### config.mk
export PLATFORM = sky130hd
export DESIGN_NAME = lnk_tpat_top
export DESIGN_NICKNAME = d
export VERILOG_FILES = /design/src/rtl/lnk_tpat_pkg.sv /design/src/rtl/lnk_tpat_gen.sv /design/src/rtl/lnk_tpat_popcnt.sv /design/src/rtl/lnk_tpat_chk.sv /design/src/rtl/lnk_tpat_top.sv
export SDC_FILE = /design/constraint.sdc
export NUM_CORES = 1
export LEC_CHECK = 0
export BUFFER_PORTS_ARGS = -buffer_cell sky130_fd_sc_hd__buf_2
export CORE_ASPECT_RATIO = 2
export CORE_MARGIN = 5
export CORE_UTILIZATION = 51
export CTS_CLUSTER_SIZE = 8
export DETAILED_ROUTE_END_ITERATION = 12
export PLACE_DENSITY_LB_ADDON = 0.12
export SYNTH_ARGS = -nofsm -noshare
export SYNTH_HDL_FRONTEND = slang
export SYNTH_SLANG_ARGS = --single-unit
### constraint.sdc
create_clock -name clk -period 9 [get_ports clk]
set_input_delay 0.45 -clock clk [delete_from_list [all_inputs] [get_ports clk]]
set_output_delay 0.45 -clock clk [all_outputs]
set_load 0.005 [all_outputs]
### src/rtl/lnk_tpat_pkg.sv
// Package: shared constants, pattern codes and frame helpers for the
// link test frame generator and checker. Assumes a fixed 120-bit frame.
package lnk_tpat_pkg;

    localparam int FRAME_W   = 120;
    localparam int HDR_W     = 4;
    localparam logic [HDR_W-1:0] HDR_VAL = 4'b0101;
    localparam int PAYLOAD_W = FRAME_W - HDR_W;
    localparam int NIBBLES   = PAYLOAD_W / 4;
    localparam int CNT_W     = 30;
    localparam int CNT_SHORT_W = 26;
    localparam int CNT_REP   = 3;
    localparam int PRBS_W    = 7;
    localparam int PRBS_REP  = 16;
    localparam int PRBS_PAD  = PAYLOAD_W - PRBS_W * PRBS_REP;

    typedef enum logic [1:0] {
        PAT_FIXED = 2'd0,
        PAT_COUNT = 2'd1,
        PAT_PRBS  = 2'd2,
        PAT_SPARE = 2'd3
    } pat_e;

    // Builds the fixed frame: header then alternating A/B digit groups.
    function automatic logic [FRAME_W-1:0] fixed_frame();
        logic [PAYLOAD_W-1:0] p;
        p = '0;
        for (int i = 0; i < NIBBLES; i++) begin
            p[PAYLOAD_W-1-4*i -: 4] = ((((i + 1) / 4) % 2) == 0) ? 4'hA : 4'hB;
        end
        return {HDR_VAL, p};
    endfunction

    // Advances the x^7+x^6+1 sequence by one whole 7-bit word.
    function automatic logic [PRBS_W-1:0] prbs_word_step(input logic [PRBS_W-1:0] s_in);
        logic [PRBS_W-1:0] s;
        s = s_in;
        for (int k = 0; k < PRBS_W; k++) begin
            s = {s[PRBS_W-2:0], s[6] ^ s[5]};
        end
        return s;
    endfunction

endpackage

### src/rtl/lnk_tpat_gen.sv
// Frame generator: registers one 120-bit test frame per enabled cycle in
// the selected layout. The frame counter and pseudo-random word advance on
// every generated frame. Assumes pat_sel is stable around the clock edge.
module lnk_tpat_gen
    import lnk_tpat_pkg::*;
#(
    parameter logic [PRBS_W-1:0] PRBS_SEED = 7'h01
) (
    input  logic               clk,
    input  logic               rst_n,
    input  logic [1:0]         pat_sel,
    input  logic               gen_en,
    output logic [FRAME_W-1:0] tx_frame
);

    localparam logic [FRAME_W-1:0] FIXED = fixed_frame();

    logic [CNT_W-1:0]   cnt_q;
    logic [PRBS_W-1:0]  prbs_q;
    logic [FRAME_W-1:0] cnt_frame;
    logic [FRAME_W-1:0] prbs_frame;
    logic [FRAME_W-1:0] next_frame;

    // Counter layout: header, short counter field, then repeated full fields.
    assign cnt_frame[FRAME_W-1 -: HDR_W]        = HDR_VAL;
    assign cnt_frame[PAYLOAD_W-1 -: CNT_SHORT_W] = cnt_q[CNT_SHORT_W-1:0];
    for (genvar g = 0; g < CNT_REP; g++) begin : g_cnt_field
        assign cnt_frame[g*CNT_W +: CNT_W] = cnt_q;
    end

    // Pseudo-random layout: header, zero pad, repeated 7-bit word.
    assign prbs_frame[FRAME_W-1 -: HDR_W]   = HDR_VAL;
    assign prbs_frame[PAYLOAD_W-1 -: PRBS_PAD] = '0;
    for (genvar g = 0; g < PRBS_REP; g++) begin : g_prbs_field
        assign prbs_frame[g*PRBS_W +: PRBS_W] = prbs_q;
    end

    // Selects the layout of the next frame.
    always_comb begin
        unique case (pat_e'(pat_sel))
            PAT_COUNT: next_frame = cnt_frame;
            PAT_PRBS:  next_frame = prbs_frame;
            default:   next_frame = FIXED;
        endcase
    end

    // Registers the frame and advances the generator state when enabled.
    always_ff @(posedge clk) begin
        if (!rst_n) begin
            tx_frame <= '0;
            cnt_q    <= '0;
            prbs_q   <= PRBS_SEED;
        end else if (gen_en) begin
            tx_frame <= next_frame;
            cnt_q    <= cnt_q + 1'b1;
            prbs_q   <= prbs_word_step(prbs_q);
        end
    end


    hdr_ok_chk: assert property (@(posedge clk) disable iff (!rst_n)
        gen_en |=> tx_frame[FRAME_W-1 -: HDR_W] == HDR_VAL);


    tx_hold_chk: assert property (@(posedge clk) disable iff (!rst_n)
        !gen_en |=> $stable(tx_frame));


    state_hold_chk: assert property (@(posedge clk) disable iff (!rst_n)
        !gen_en |=> $stable(cnt_q) && $stable(prbs_q));


    prbs_nonzero_chk: assert property (@(posedge clk) disable iff (!rst_n)
        gen_en |=> prbs_q != '0);

endmodule

### src/rtl/lnk_tpat_popcnt.sv
// Population count: counts set bits of a wide vector in 8-bit segments
// and sums the partial counts. Purely combinational.
module lnk_tpat_popcnt #(
    parameter int IN_W  = 120,
    parameter int OUT_W = $clog2(IN_W + 1)
) (
    input  logic [IN_W-1:0]  vec,
    output logic [OUT_W-1:0] count
);

    localparam int SEG_W = 8;
    localparam int NSEG  = (IN_W + SEG_W - 1) / SEG_W;
    localparam int PAD_W = NSEG * SEG_W;

    logic [PAD_W-1:0] padded;
    logic [3:0]       seg_cnt [NSEG];

    assign padded = PAD_W'(vec);

    for (genvar s = 0; s < NSEG; s++) begin : g_seg
        // Counts the set bits of one segment.
        always_comb begin
            seg_cnt[s] = '0;
            for (int b = 0; b < SEG_W; b++) begin
                seg_cnt[s] = seg_cnt[s] + 4'(padded[s*SEG_W + b]);
            end
        end
    end

    // Sums the segment counts.
    always_comb begin
        count = '0;
        for (int s = 0; s < NSEG; s++) begin
            count = count + OUT_W'(seg_cnt[s]);
        end
    end

endmodule

### src/rtl/lnk_tpat_chk.sv
// Bit error checker: on each valid frame adds the number of bits that
// differ from the fixed reference frame to a saturating counter. A clear
// request wins over a valid frame. Assumes ERR_W is at least 7.
module lnk_tpat_chk
    import lnk_tpat_pkg::*;
#(
    parameter int ERR_W = 32
) (
    input  logic               clk,
    input  logic               rst_n,
    input  logic [FRAME_W-1:0] rx_frame,
    input  logic               rx_valid,
    input  logic               err_clr,
    output logic [ERR_W-1:0]   err_cnt
);

    localparam logic [FRAME_W-1:0] FIXED = fixed_frame();
    localparam int PC_W  = $clog2(FRAME_W + 1);
    localparam int SUM_W = ERR_W + 1;
    localparam logic [ERR_W-1:0] ERR_MAX = '1;

    logic [PC_W-1:0]  mism;
    logic [SUM_W-1:0] sum;

    lnk_tpat_popcnt #(
        .IN_W  (FRAME_W),
        .OUT_W (PC_W)
    ) i_popcnt (
        .vec   (rx_frame ^ FIXED),
        .count (mism)
    );

    // Adds the mismatch count with one spare bit to catch the carry.
    assign sum = {1'b0, err_cnt} + SUM_W'(mism);

    // Updates the counter: clear first, then saturating accumulate.
    always_ff @(posedge clk) begin
        if (!rst_n) begin
            err_cnt <= '0;
        end else if (err_clr) begin
            err_cnt <= '0;
        end else if (rx_valid) begin
            err_cnt <= sum[ERR_W] ? ERR_MAX : sum[ERR_W-1:0];
        end
    end


    idle_hold_chk: assert property (@(posedge clk) disable iff (!rst_n)
        !rx_valid && !err_clr |=> $stable(err_cnt));


    clr_zero_chk: assert property (@(posedge clk) disable iff (!rst_n)
        err_clr |=> err_cnt == '0);


    sat_hold_chk: assert property (@(posedge clk) disable iff (!rst_n)
        err_cnt == ERR_MAX && !err_clr |=> err_cnt == ERR_MAX);


    no_decrease_chk: assert property (@(posedge clk) disable iff (!rst_n)
        !err_clr |=> err_cnt >= $past(err_cnt));

endmodule

### src/rtl/lnk_tpat_top.sv
// Top: link test frame generator and bit error checker side by side.
// The two halves share only the clock and reset; looping the transmit
// frame back to the receive input is left to the surrounding logic.
module lnk_tpat_top
    import lnk_tpat_pkg::*;
#(
    parameter int ERR_W = 32
) (
    input  logic               clk,
    input  logic               rst_n,
    input  logic [1:0]         pat_sel,
    input  logic               gen_en,
    output logic [119:0]       tx_frame,
    input  logic [119:0]       rx_frame,
    input  logic               rx_valid,
    input  logic               err_clr,
    output logic [ERR_W-1:0]   err_cnt
);

    lnk_tpat_gen #(
        .PRBS_SEED (7'h01)
    ) i_gen (
        .clk      (clk),
        .rst_n    (rst_n),
        .pat_sel  (pat_sel),
        .gen_en   (gen_en),
        .tx_frame (tx_frame)
    );

    lnk_tpat_chk #(
        .ERR_W (ERR_W)
    ) i_chk (
        .clk      (clk),
        .rst_n    (rst_n),
        .rx_frame (rx_frame),
        .rx_valid (rx_valid),
        .err_clr  (err_clr),
        .err_cnt  (err_cnt)
    );

endmodule

==> results of run 1 <==
## worst register-to-register path, cell delays in order, from the launching register on
cell and delay, ns:
sky130_fd_sc_hd__dfxtp_1 0.36, sky130_fd_sc_hd__inv_1 0.07, sky130_fd_sc_hd__fa_1 0.53, sky130_fd_sc_hd__inv_1 0.06
sky130_fd_sc_hd__fa_1 0.50, sky130_fd_sc_hd__fa_1 0.53, sky130_fd_sc_hd__inv_1 0.07, sky130_fd_sc_hd__fa_1 0.54
sky130_fd_sc_hd__fa_1 0.45, sky130_fd_sc_hd__fa_1 0.57, sky130_fd_sc_hd__fa_1 0.45, sky130_fd_sc_hd__fa_1 0.50
sky130_fd_sc_hd__inv_1 0.05, sky130_fd_sc_hd__fa_1 0.39, sky130_fd_sc_hd__fa_1 0.41, sky130_fd_sc_hd__a21o_1 0.21
sky130_fd_sc_hd__a221oi_2 0.39, sky130_fd_sc_hd__a31o_4 0.26, sky130_fd_sc_hd__nor2_2 0.07, sky130_fd_sc_hd__nand3_2 0.28
sky130_fd_sc_hd__and4_1 0.24, sky130_fd_sc_hd__a211oi_1 0.06
## metrics by stage
stage          hold WS [ns]  utilization  instances
2_1_floorplan         0.460            -       1200
3_3_place_gp          0.446        0.589       1695
3_5_place_dp          0.467        0.589       1695
4_1_cts               0.340        0.614       1727
5_1_grt               0.342        0.614       1727
6_report              0.349        0.614       1727
## synthesized netlist by cell type (all sizes together) (13+ instances only)
cell and instances:
inv 196, dfxtp 186, a21oi 112, fa 111, o21ai 85, nand2 69
nor2b 47, clkbuf 45, mux2i 44, ha 40, a31oi 36, xnor2 35
and2 34, nand3 22, nor2 19, xor2 18, nor3 15, buf 13
## sequential cells by signal, indices dropped and copies added, names as in the netlist
register and flops:
i_gen.tx_frame 117, i_gen.prbs_q 7, i_chk.err_cnt 32, i_gen.cnt_q 30
## path summary, 6_finish.rpt
| check | start | endpoint | slack [ns] |
|---|---|---|---|
| min | rst_n | i_gen.tx_frame[116] | 0.35 |
| max reg2reg | i_chk.err_cnt[0] | i_chk.err_cnt[31] | 1.87 |
| max | rx_frame[2] | i_chk.err_cnt[31] | 1.62 |
| min reg2reg | i_gen.tx_frame[114] | i_gen.tx_frame[114] | 0.48 |
## routing by layer
layer / track usage / vias up
met5: 0 / -
met4: 0.122 / 0
met3: 0.0563 / 64
met2: 0.460 / 256
met1: 0.251 / 4291
li1: - / 4368
## cell type report
class,instances,area (um2),share of cell area
Timing Repair Buffer,280,1420,0.107
Inverter,196,736,0.0555
Sequential cell,186,3720,0.281
Multi-Input combinational cell,760,6490,0.489
Clock buffer,20,457,0.0344
Clock inverter,12,100,0.00755
Tap cell,273,342,0.0258
## kinds of logic (layout without fill, tap and decap cells)
group	after synthesis	after routing
AOI/OAI and AO/OA	263	263
buffers and inverters	254	508
other	1	2
xor gates and xnor gates	53	53
DFF	186	186
and+or+nand+nor	247	247
muxes	44	44
adders and majority gates	151	151
==> summary by stage, run 1 <==
Run status
The flow ran to the end, and the final reports show no timing, DRC or antenna violations.

Timing
Based on the critical path, the design can be clocked at up to 135 MHz. The worst-margin pin slew is 1.13 ns. The smallest clock period supported by the final layout is computed as 7.38 ns. The headroom to the max-slew limit is 0.249.

The aggregate negative setup slack is 0 ns. On the final layout, the worst clock skew is 0.00795 ns. The number of pins exceeding their max-slew limit in the final report is 0. The post-route clock period utilization is 0.820. The count of endpoints failing setup in the final report is 0. Setup repair after global routing left no endpoint under its margin. The final worst-path setup slack is 1.62 ns. The number of endpoints with negative hold slack in the final report is 0.

Critical path
Data arrives at the worst endpoint at 7.67 ns. The depth of the most critical reg-to-reg path is 21. In this run the worst path has a maximum fanout of 17.

The critical path crosses 23 cells after its start point. The category of the worst setup path launch point is a primary input. The most repeated library cell on the critical path is sky130_fd_sc_hd__fa_1. The count of buffering cells on the critical path with inverters included is 5. The critical path capture point type is a flop.

For this design, the slowest cell found on the critical path is sky130_fd_sc_hd__fa_1. The kind of cell adding the most delay to the critical path is adder cells. For this run, the slowest stage of the critical path takes 0.57 ns. The critical path goes through buf_2, fa_1, inv_1, fa_1, inv_1, fa_1, fa_1, inv_1, fa_1, fa_1, fa_1, fa_1, fa_1, inv_1, fa_1, fa_1, a21o_1, a221oi_2, a31o_4, nor2_2, nand3_2, and4_1, a211oi_1. The required time reported for the critical path endpoint is 9.29 ns.

The critical path is of the primary input to flop type.

Detailed routing
The routed length on met3 is 1.74 mm. The routed wirelength normalized by instance count is 17.8 um. The total wire length is 30.8 mm. The number of DRC violations after detailed routing is 0. The remaining antenna violation count after routing is 0. The first detailed-routing pass took 5 iterations. The sum of met2 wire segment lengths after detailed routing is 17.2 mm. The top routing layer in use is met4. The final route contains 8979 vias. In the routed layout, each cell is associated on average with a via count of 5.20. The wire length the detailed router placed on met1 is 10.3 mm. For this block, the initial DRC count from the detailed router was 395.

Yosys
Sorting the synthesized cells by area gives the leading types as sky130_fd_sc_hd__dfxtp_1 33%, sky130_fd_sc_hd__fa_1 20%, sky130_fd_sc_hd__inv_1 6.6%. Counting every instance in the synthesized netlist gives 1199. The async set or reset register ratio after synthesis is 0. The number of warning messages in the yosys log is 0.

Of the synthesized area, sequential elements account for 0.333. Of the post-synthesis cell area, the dominant cell type holds 0.333. The largest total area in the synthesized netlist belongs to sky130_fd_sc_hd__dfxtp_1. Of the total synthesized cell area, the portion taken by XOR and XNOR cells is 0.0415. Counting flops with a built-in enable in the synthesized netlist gives 0. The average cell area after synthesis is 9.33 um2.

The total standard cell area after synthesis is 11200 um2. The share of the synthesized area in compound gates (AO/OA/AOI/OAI) is 0.136. The flip-flop and latch count after synthesis is 186. The count of cell types in the netlist is 49. The simple-gate portion of the synthesized area is 0.119. Of the post-synthesis cell area, the part taken by muxes is 0.0394. The combinational family with the most area after synthesis is adder cells.

For this run, the leading register cell type out of synthesis is sky130_fd_sc_hd__dfxtp_1. The post-synthesis share of cell area spent on full adders, half adders and majority gates is 0.243.

CTS
TritonCTS built the clock tree. The clock tree root buffer cell is sky130_fd_sc_hd__clkbuf_16. The post-CTS setup repair buffer count is 0.

The H-tree generated during clock tree synthesis spans 4 levels. At the later pin of the worst-skew pair, clock insertion delay measures 0.44 ns. Clock-pin slew was measured on the worst setup and hold paths at 0.07 ns. The total of cells resized after clock tree synthesis is 0. The hold-fix buffer count after cts is 0. In this run the deepest clock path goes through 2 buffers.

The CTS sink count is 186. The number of buffers created by CTS is 17.

Min path
The type of the most critical hold path is primary input to flop. Counting instances, the worst hold path has a depth of 2.

Placed design
Detailed placement ended at an HPWL of 24.6 mm. The routability congestion estimate from global placement is 0.876. Once placement finished, the instance area stood at 12700 um2. The count of buffers added on input and output ports is 276. The minimum setup slack after placement is 1.13 ns.

Die
The boundary pin count is 279. The area of the die is 25200 um2. The die is 219 um tall. The initial utilization of the core area, before any placement, comes to 0.518.

The die is 115 um wide. The core region is 21600 um2. The number of placement rows is 76.

Job
The count of maximum capacitance violations is 0.

Global route
The maximum number of pins on one net before global-route repair is 139. The aggregate global-route resource usage is 0.246. The total overflow left after global routing is 0.

The wire length of the first global-routing pass is 48.0 mm. The number of global-route vias before repair is 9194. The number of antenna violations at the first check in global routing is 0.

Layout
The finished cells cover 13300 um2. The proportion of layout cells with a drive suffix above 1 is 0.228. The area growth from synthesis to final layout is 18.6%.

The antenna diode count is 0. Leaving out fill and tap cells, the most frequent cell in the layout is sky130_fd_sc_hd__buf_2. The fill cell instance count of the final layout is 1954. In the layout the commonest cells are 274 x sky130_fd_sc_hd__buf_2, 196 x sky130_fd_sc_hd__inv_1, 186 x sky130_fd_sc_hd__dfxtp_1. The total number of nets in the final design is 1719.
Power of run 1 is not shown: default switching activity piles up to over one toggle a cycle in this logic, so the estimate is an artifact.
==> run 2: changes to the inputs <==
Settings changed: ABC_AREA set to 1, CORE_UTILIZATION 51 to 50.
Clock period 9 ns to 6.11 ns, I/O delays scaled along.
==> summary by stage, run 2 <==
Layout
0 antenna diodes ended up in the layout. The fill cell instance count of the final layout is 2185. Across the whole layout, storage elements account for 3720 um2. The area growth from synthesis to final layout is 21.5%.

The register with the most flip-flops in the final layout is i_gen.tx_frame. Leaving out fill and tap cells, the most frequent cells in the layout are 295 x sky130_fd_sc_hd__inv_1, 271 x sky130_fd_sc_hd__buf_2, 227 x sky130_fd_sc_hd__nand2_1. The number of flip-flops under the largest register name is 117. The total number of nets in the final design is 2048. The largest registers in the layout are i_gen.tx_frame: 117 flops, i_chk.err_cnt: 32 flops, i_gen.cnt_q: 30 flops. The library cell used most frequently in the layout, excluding fill and tap cells, is sky130_fd_sc_hd__inv_1. In the final layout, the share of cells above drive strength 1 is 0.230. In the final layout, the multi-input gates occupy 6630 um2.

Global route
The number of antenna violations at the first check in global routing is 0. The first global-routing pass estimated 55.4 mm of wire. Across every metal layer, demand over resource in global routing totals 0.264. Summed over all layers, the global routing overflow is 0. Entering global routing, the biggest net connects 100 pins. The number of global-route vias before repair was 10800.

Detailed routing
The total wire length is 35.5 mm. In the final routed layout, each cell accounts on average for 17.2 um. After the first detailed-routing iteration, the DRC count stood at 585. In the routed design, unresolved DRC markers number 0. Across all layers, the routed design uses 10700 vias. The detailed router used layers up to and including met4. Detailed routing placed a total of 1.57 mm of wire on met3. Dividing the detail-routed via count by the number of cells gives 5.18. The sum of met2 wire segment lengths after detailed routing is 20.5 mm. The wire length the detailed router placed on met1 is 11.5 mm. The first detailed-routing pass ran for 6 iterations. The detail route stage leaves a number of antenna-violating nets equal to 0.

Yosys
Counting instances in the post-synthesis netlist gives the leading cell types as 311 x sky130_fd_sc_hd__inv_1, 234 x sky130_fd_sc_hd__nand2_1, 186 x sky130_fd_sc_hd__dfxtp_1. The number of flops mapped to enable cells by yosys is 0. The dominant synthesized flop cell is sky130_fd_sc_hd__dfxtp_1. Summing every instance area after synthesis gives 11700 um2. Yosys attributes the largest share of cell area to sky130_fd_sc_hd__dfxtp_1 32%, sky130_fd_sc_hd__fa_1 19%, sky130_fd_sc_hd__inv_1 10%. The share of the Yosys chip area taken by registers is 0.319. Of the post-synthesis cell area, the dominant cell type holds 0.319. In the synthesized netlist the async set-or-reset flop fraction comes to 0.

Averaged over all synthesized cells, the footprint is 7.81 um2. The largest total area in the synthesized netlist belongs to sky130_fd_sc_hd__dfxtp_1. The number of standard cells after synthesis is 1494. The most frequently used cell type in the post-synthesis netlist is sky130_fd_sc_hd__inv_1.

The number of warning messages in the yosys log is 0. The count of cell types in the netlist is 39. The flip-flop and latch count after synthesis is 186.

Critical path
The maximum fanout encountered on the critical timing path is 6. On the critical path, the stage with the largest delay is an instance of sky130_fd_sc_hd__fa_1. STA puts the critical path data required time at 6.45 ns. The most repeated library cell on the critical path is sky130_fd_sc_hd__fa_1. The kind of critical path is primary input to flop. The critical path capture point type is a flop. The delay of the slowest cell on the worst path is 0.57 ns. STA classifies the critical path startpoint as a primary input. The worst register-to-register path has a depth of 27. The startpoint of the worst register-to-register path is i_chk.err_cnt[0]. At the worst endpoint, the arrival time is 6.85 ns. The critical path starts at rx_frame[87].

Placed design
The congestion estimate from routability-driven global placement came to 0.902. The post-DP HPWL is 28.5 mm. During placement, the flow inserted port buffers numbering 276. Before CTS, the worst setup slack after placement is -0.884 ns.

Timing
For the pin with the worst max-slew slack, the measured transition is 1.09 ns. Headroom to the max-slew limit came out at 0.271. The number of endpoints with negative hold slack in the final report is 0.

Subtracting the final worst setup slack from the clock period gives 6.52 ns. Dividing the final minimum period by the clock period gives 1.07. Derived from the worst setup path, the maximum achievable clock frequency is 153 MHz. The number of pins exceeding their max-slew limit in the final report is 0. The final worst-path setup slack is -0.407 ns. The aggregate negative setup slack is -11.64 ns. The worst-case clock skew is 0.0122 ns. Setup repair after global routing could not meet its margin everywhere. Setup violations remaining at the end of the flow were counted as 32.

Die
The boundary pin count is 279. The starting density of the core is 0.504. The horizontal die dimension is 118 um.

The area of the core region is 23100 um2. The floorplan has 79 rows. The die height is 226 um. The area of the die is 26700 um2.

CTS
The hold-fix buffer count after cts is 0. The number of buffers created by CTS is 17. The register clock-pin slew on the reported worst setup and hold paths is 0.07 ns. Counting along the longest clock path gives a buffer depth of 2. The clock net in this run drives a total of 186 sinks. The clock tree root buffer cell is sky130_fd_sc_hd__clkbuf_16.

For the worst-skew pair, the clock arrives at the later sink with an insertion delay of 0.45 ns. TritonCTS built the clock tree. The H-tree was split into 4 levels.

Min path
The hold path startpoint is rx_frame[12]. Counting instances, the worst hold path has a depth of 4. The worst hold path belongs to the class primary input to flop.

Job
The tool flagged a number of max-cap violations equal to 0.

Run status
The run finished, with violations left. The final reports fail on setup timing.
run 2: final cells by class:
cell class / instances / share of cell area
Clock buffer: 19 / 0.0313
Clock inverter: 13 / 0.00759
Inverter: 315 / 0.0849
Multi-Input combinational cell: 941 / 0.468
Sequential cell: 186 / 0.263
Tap cell: 283 / 0.0250
Timing Repair Buffer: 309 / 0.120
run 2: cell families after synthesis:
group,synth area share
AOI/OAI and AO/OA,0.137
xor gates and xnor gates,0.0143
adders and majority gates,0.233
buffers and inverters,0.122
DFF,0.319
other,0.000322
and+or+nand+nor,0.174
run 2: worst paths after layout:
kind	slack [ns]	end
min reg2reg	0.46	i_gen.tx_frame[12]
min	0.31	i_chk.err_cnt[0]
max reg2reg	-0.17	i_chk.err_cnt[30]
max	-0.41	i_chk.err_cnt[30]
run 2: per-layer routing:
layer  up-vias  track usage
met5         -            0
met2       302        0.514
met3        96       0.0461
li1       5229            -
met4         0        0.146
met1      5080        0.258
run 2: repair_timing:
action / CTS / global route
setup buffers: 3 / 4
resized for setup: 22 / 25
pin swaps: 19 / 22
setup endpoints to repair: 32 / 32
run 2: through the flow:
stage	area (um2)	hold WS [ns]	std cells	utilization
after floorplan	11700	0.439	1495	-
after global placement	13400	0.450	2027	0.580
after detailed placement	13400	0.454	2027	0.580
after CTS	14100	0.306	2062	0.609
after global routing	14200	0.323	2066	0.613
final	14200	0.309	2066	0.613
run 2: worst max-delay path: cells and delay by family:
kind | cells | cell delay [ns]
adders and majority gates | 11 | 5.35
buffers and inverters | 9 | 0.48
and+or+nand+nor | 10 | 0.71
Power of run 2 is left out for the same reason.
==> run 3: changes to the inputs <==
Settings changed: CTS_CLUSTER_DIAMETER set to 60, PLACE_DENSITY set to 0.78, PLACE_DENSITY_LB_ADDON 0.12 to not set.
==> summary by stage, run 3 (synthesis results as in run 2) <==
Layout
The register with the most flip-flops in the layout has 117 of them. The design area is 14200 um2. For this run, the post-layout net count is 2053.

More flip-flops sit in one register than any other, and that register is i_gen.tx_frame. Leaving out fill and tap cells, the most frequent cells in the layout are 301 x sky130_fd_sc_hd__inv_1, 273 x sky130_fd_sc_hd__buf_2, 226 x sky130_fd_sc_hd__nand2_1. The final standard cell utilization of the core is 0.613.

The area growth from synthesis to layout is 21.5%. Of the cells placed in the final design, the portion with a size suffix greater than 1 is 0.226. In the final layout, the registers with the most flip-flops are i_gen.tx_frame: 117 flops, i_chk.err_cnt: 32 flops, i_gen.cnt_q: 30 flops. Leaving out fill and tap cells, the most frequent cell in the layout is sky130_fd_sc_hd__inv_1.

Placed design
The minimum setup slack after placement is -0.894 ns. The post-DP HPWL is 28.9 mm. The routability congestion estimate from global placement is 0.943. Port buffering added 276 buffers.

The cell area after placement is 13500 um2.

Critical path
The worst register-to-register path begins at i_chk.err_cnt[0]. For the worst setup path, the data arrival time is 6.83 ns. The worst setup path is captured at a flop. The highest-delay cell along the critical path is sky130_fd_sc_hd__fa_1. The delay of the slowest cell on the worst path is 0.57 ns. The count of buffering cells on the critical path with inverters included is 8. The critical path is of the primary input to flop type. The maximum fanout encountered on the critical timing path is 9. The required time reported for the critical path endpoint is 6.45 ns.

In this run the critical register-to-register path is captured at i_chk.err_cnt[30]. The reg-to-reg setup timing slack is -0.29 ns. The most repeated library cell on the critical path is sky130_fd_sc_hd__fa_1. The kind of cell adding the most delay to the critical path is adder cells. STA classifies the critical path startpoint as a primary input. For the worst flop-to-flop path, the logic depth is 27.

Timing
Setup repair after global routing could not meet its margin everywhere. The final critical-path required period is 6.49 ns. The maximum clock rate is 154 MHz.

The number of pins exceeding their max-slew limit in the final report is 0. Of the available clock period, the critical path in the final layout requires 1.06. The headroom to the max-slew limit is 0.408. The worst-margin pin slew is 0.888 ns. The number of endpoints with negative hold slack in the final report is 0.

For the final database, setup skew stands at 0.0111 ns. The count of endpoints failing setup in the final report is 32. In the post-route analysis, the smallest setup slack over all paths is -0.378 ns.

Die
In this run the core area contains 79 standard-cell rows. From bottom edge to top edge, the die measures 226 um. The floorplan step defined a die boundary enclosing 26700 um2. The horizontal die dimension is 118 um. Pin placement for this block handled 279 I/O pins. The core region is 23100 um2. The starting density of the core is 0.504.

Detailed routing
The final layout contains routed wiring with a total length of 35.9 mm. The detailed router finished its first iteration with 632 violations. The via count is 10800. For this run, design rule violations remaining after detail routing come to 0. The count of nets left with antenna violations once routing finished came out at 0. The via-per-instance ratio is 5.23. After detailed routing, the average wire length per cell comes to 17.3 um. The first-pass iteration count of the detailed router is 5.

CTS
Clock-pin slew was measured on the worst setup and hold paths at 0.07 ns. For this design, the CTS-stage hold fixing added 0 buffers. The TritonCTS clock tree is done.

The depth of the CTS H-tree is 4. For this design, the sink count on the clock tree is 186. The worst-skew pair later-pin latency is 0.45 ns. TritonCTS created 17 clock buffers. The worst-case clock buffer depth is 2. The tree is rooted in a sky130_fd_sc_hd__clkbuf_16.

Global route
The number of antenna violations at the first check in global routing is 1. The first global-routing pass estimated 56.7 mm of wire. Summed over all layers, the global routing overflow is 0. In the global route stage, overall resource usage came out at 0.267.

The number of global-route vias before repair was 11200. Entering global routing, the biggest net connects 101 pins.

Min path
The hold path startpoint is err_clr. In this run the worst hold path is classified as primary input to flop. The worst hold path depth is 4. The capture endpoint of the worst hold path is i_chk.err_cnt[31].

Run status
The run finished, with violations left. The final reports fail on setup timing.

Job
Across the run, the number of max-cap violations was 0.
-- run 3: cell count changes in the layout (fill, tap and decap cells not counted), sizes merged --
cell / before / now
clkinv: 8 / 6
inv: 319 / 320
bufinv: 0 / 1
diode: 0 / 2
buf: 309 / 314
-- run 3: how the worst max path moves through the flow --
stage                        from                 to  slack, ns  cells after the start
finish                rx_frame[2]  i_chk.err_cnt[30]      -0.38                     29
floorplan            rx_frame[68]  i_chk.err_cnt[19]      -0.53                     29
global placement     rx_frame[97]  i_chk.err_cnt[17]      -0.83                     30
global route          rx_frame[2]  i_chk.err_cnt[30]      -0.63                     29
CTS                 rx_frame[103]  i_chk.err_cnt[18]      -0.38                     30
detailed placement   rx_frame[78]  i_chk.err_cnt[30]      -0.89                     29
-- run 3: area by class of cell --
cell class | count | area [um2]
sequential | 186 | 3720
timing repair buffer | 314 | 1720
inverter | 315 | 1200
fill | 2118 | 8950
clock inverter | 13 | 138
tap | 283 | 354
clock buffer | 19 | 433
multi-input combinational | 941 | 6600
antenna | 2 | 5.00
-- run 3: worst min-delay path: stages --
cell and delay, ns:
sky130_fd_sc_hd__buf_2 0.08, sky130_fd_sc_hd__nor2_1 0.18, sky130_fd_sc_hd__nand2_1 0.12, sky130_fd_sc_hd__inv_1 0.03
-- run 3: what timing repair did --
item,4_1_cts,5_1_grt
gates resized for setup,16,19
endpoints found under the setup margin,32,32
pin swaps,8,4
endpoints found under the hold margin,0,0
buffers inserted,5,1
-- run 3: metal layers --
layer | GRT usage | up-vias | part of all wire
met5 | 0 | - | 0
met4 | 0.134 | 0 | 0.050
met2 | 0.524 | 357 | 0.57
li1 | - | 5224 | -
met1 | 0.259 | 5169 | 0.33
met3 | 0.0539 | 96 | 0.051
-- run 3: through the flow --
stage                     TNS (ns)  hold WS, ns  cells
after floorplan             -12.97        0.439   1495
after global placement      -24.88        0.449   2034
after detailed placement    -27.00        0.454   2034
after CTS                   -10.41        0.292   2070
after global routing        -18.19        0.338   2072
final                       -10.44        0.318   2073
Power of run 3 is left out for the same reason.
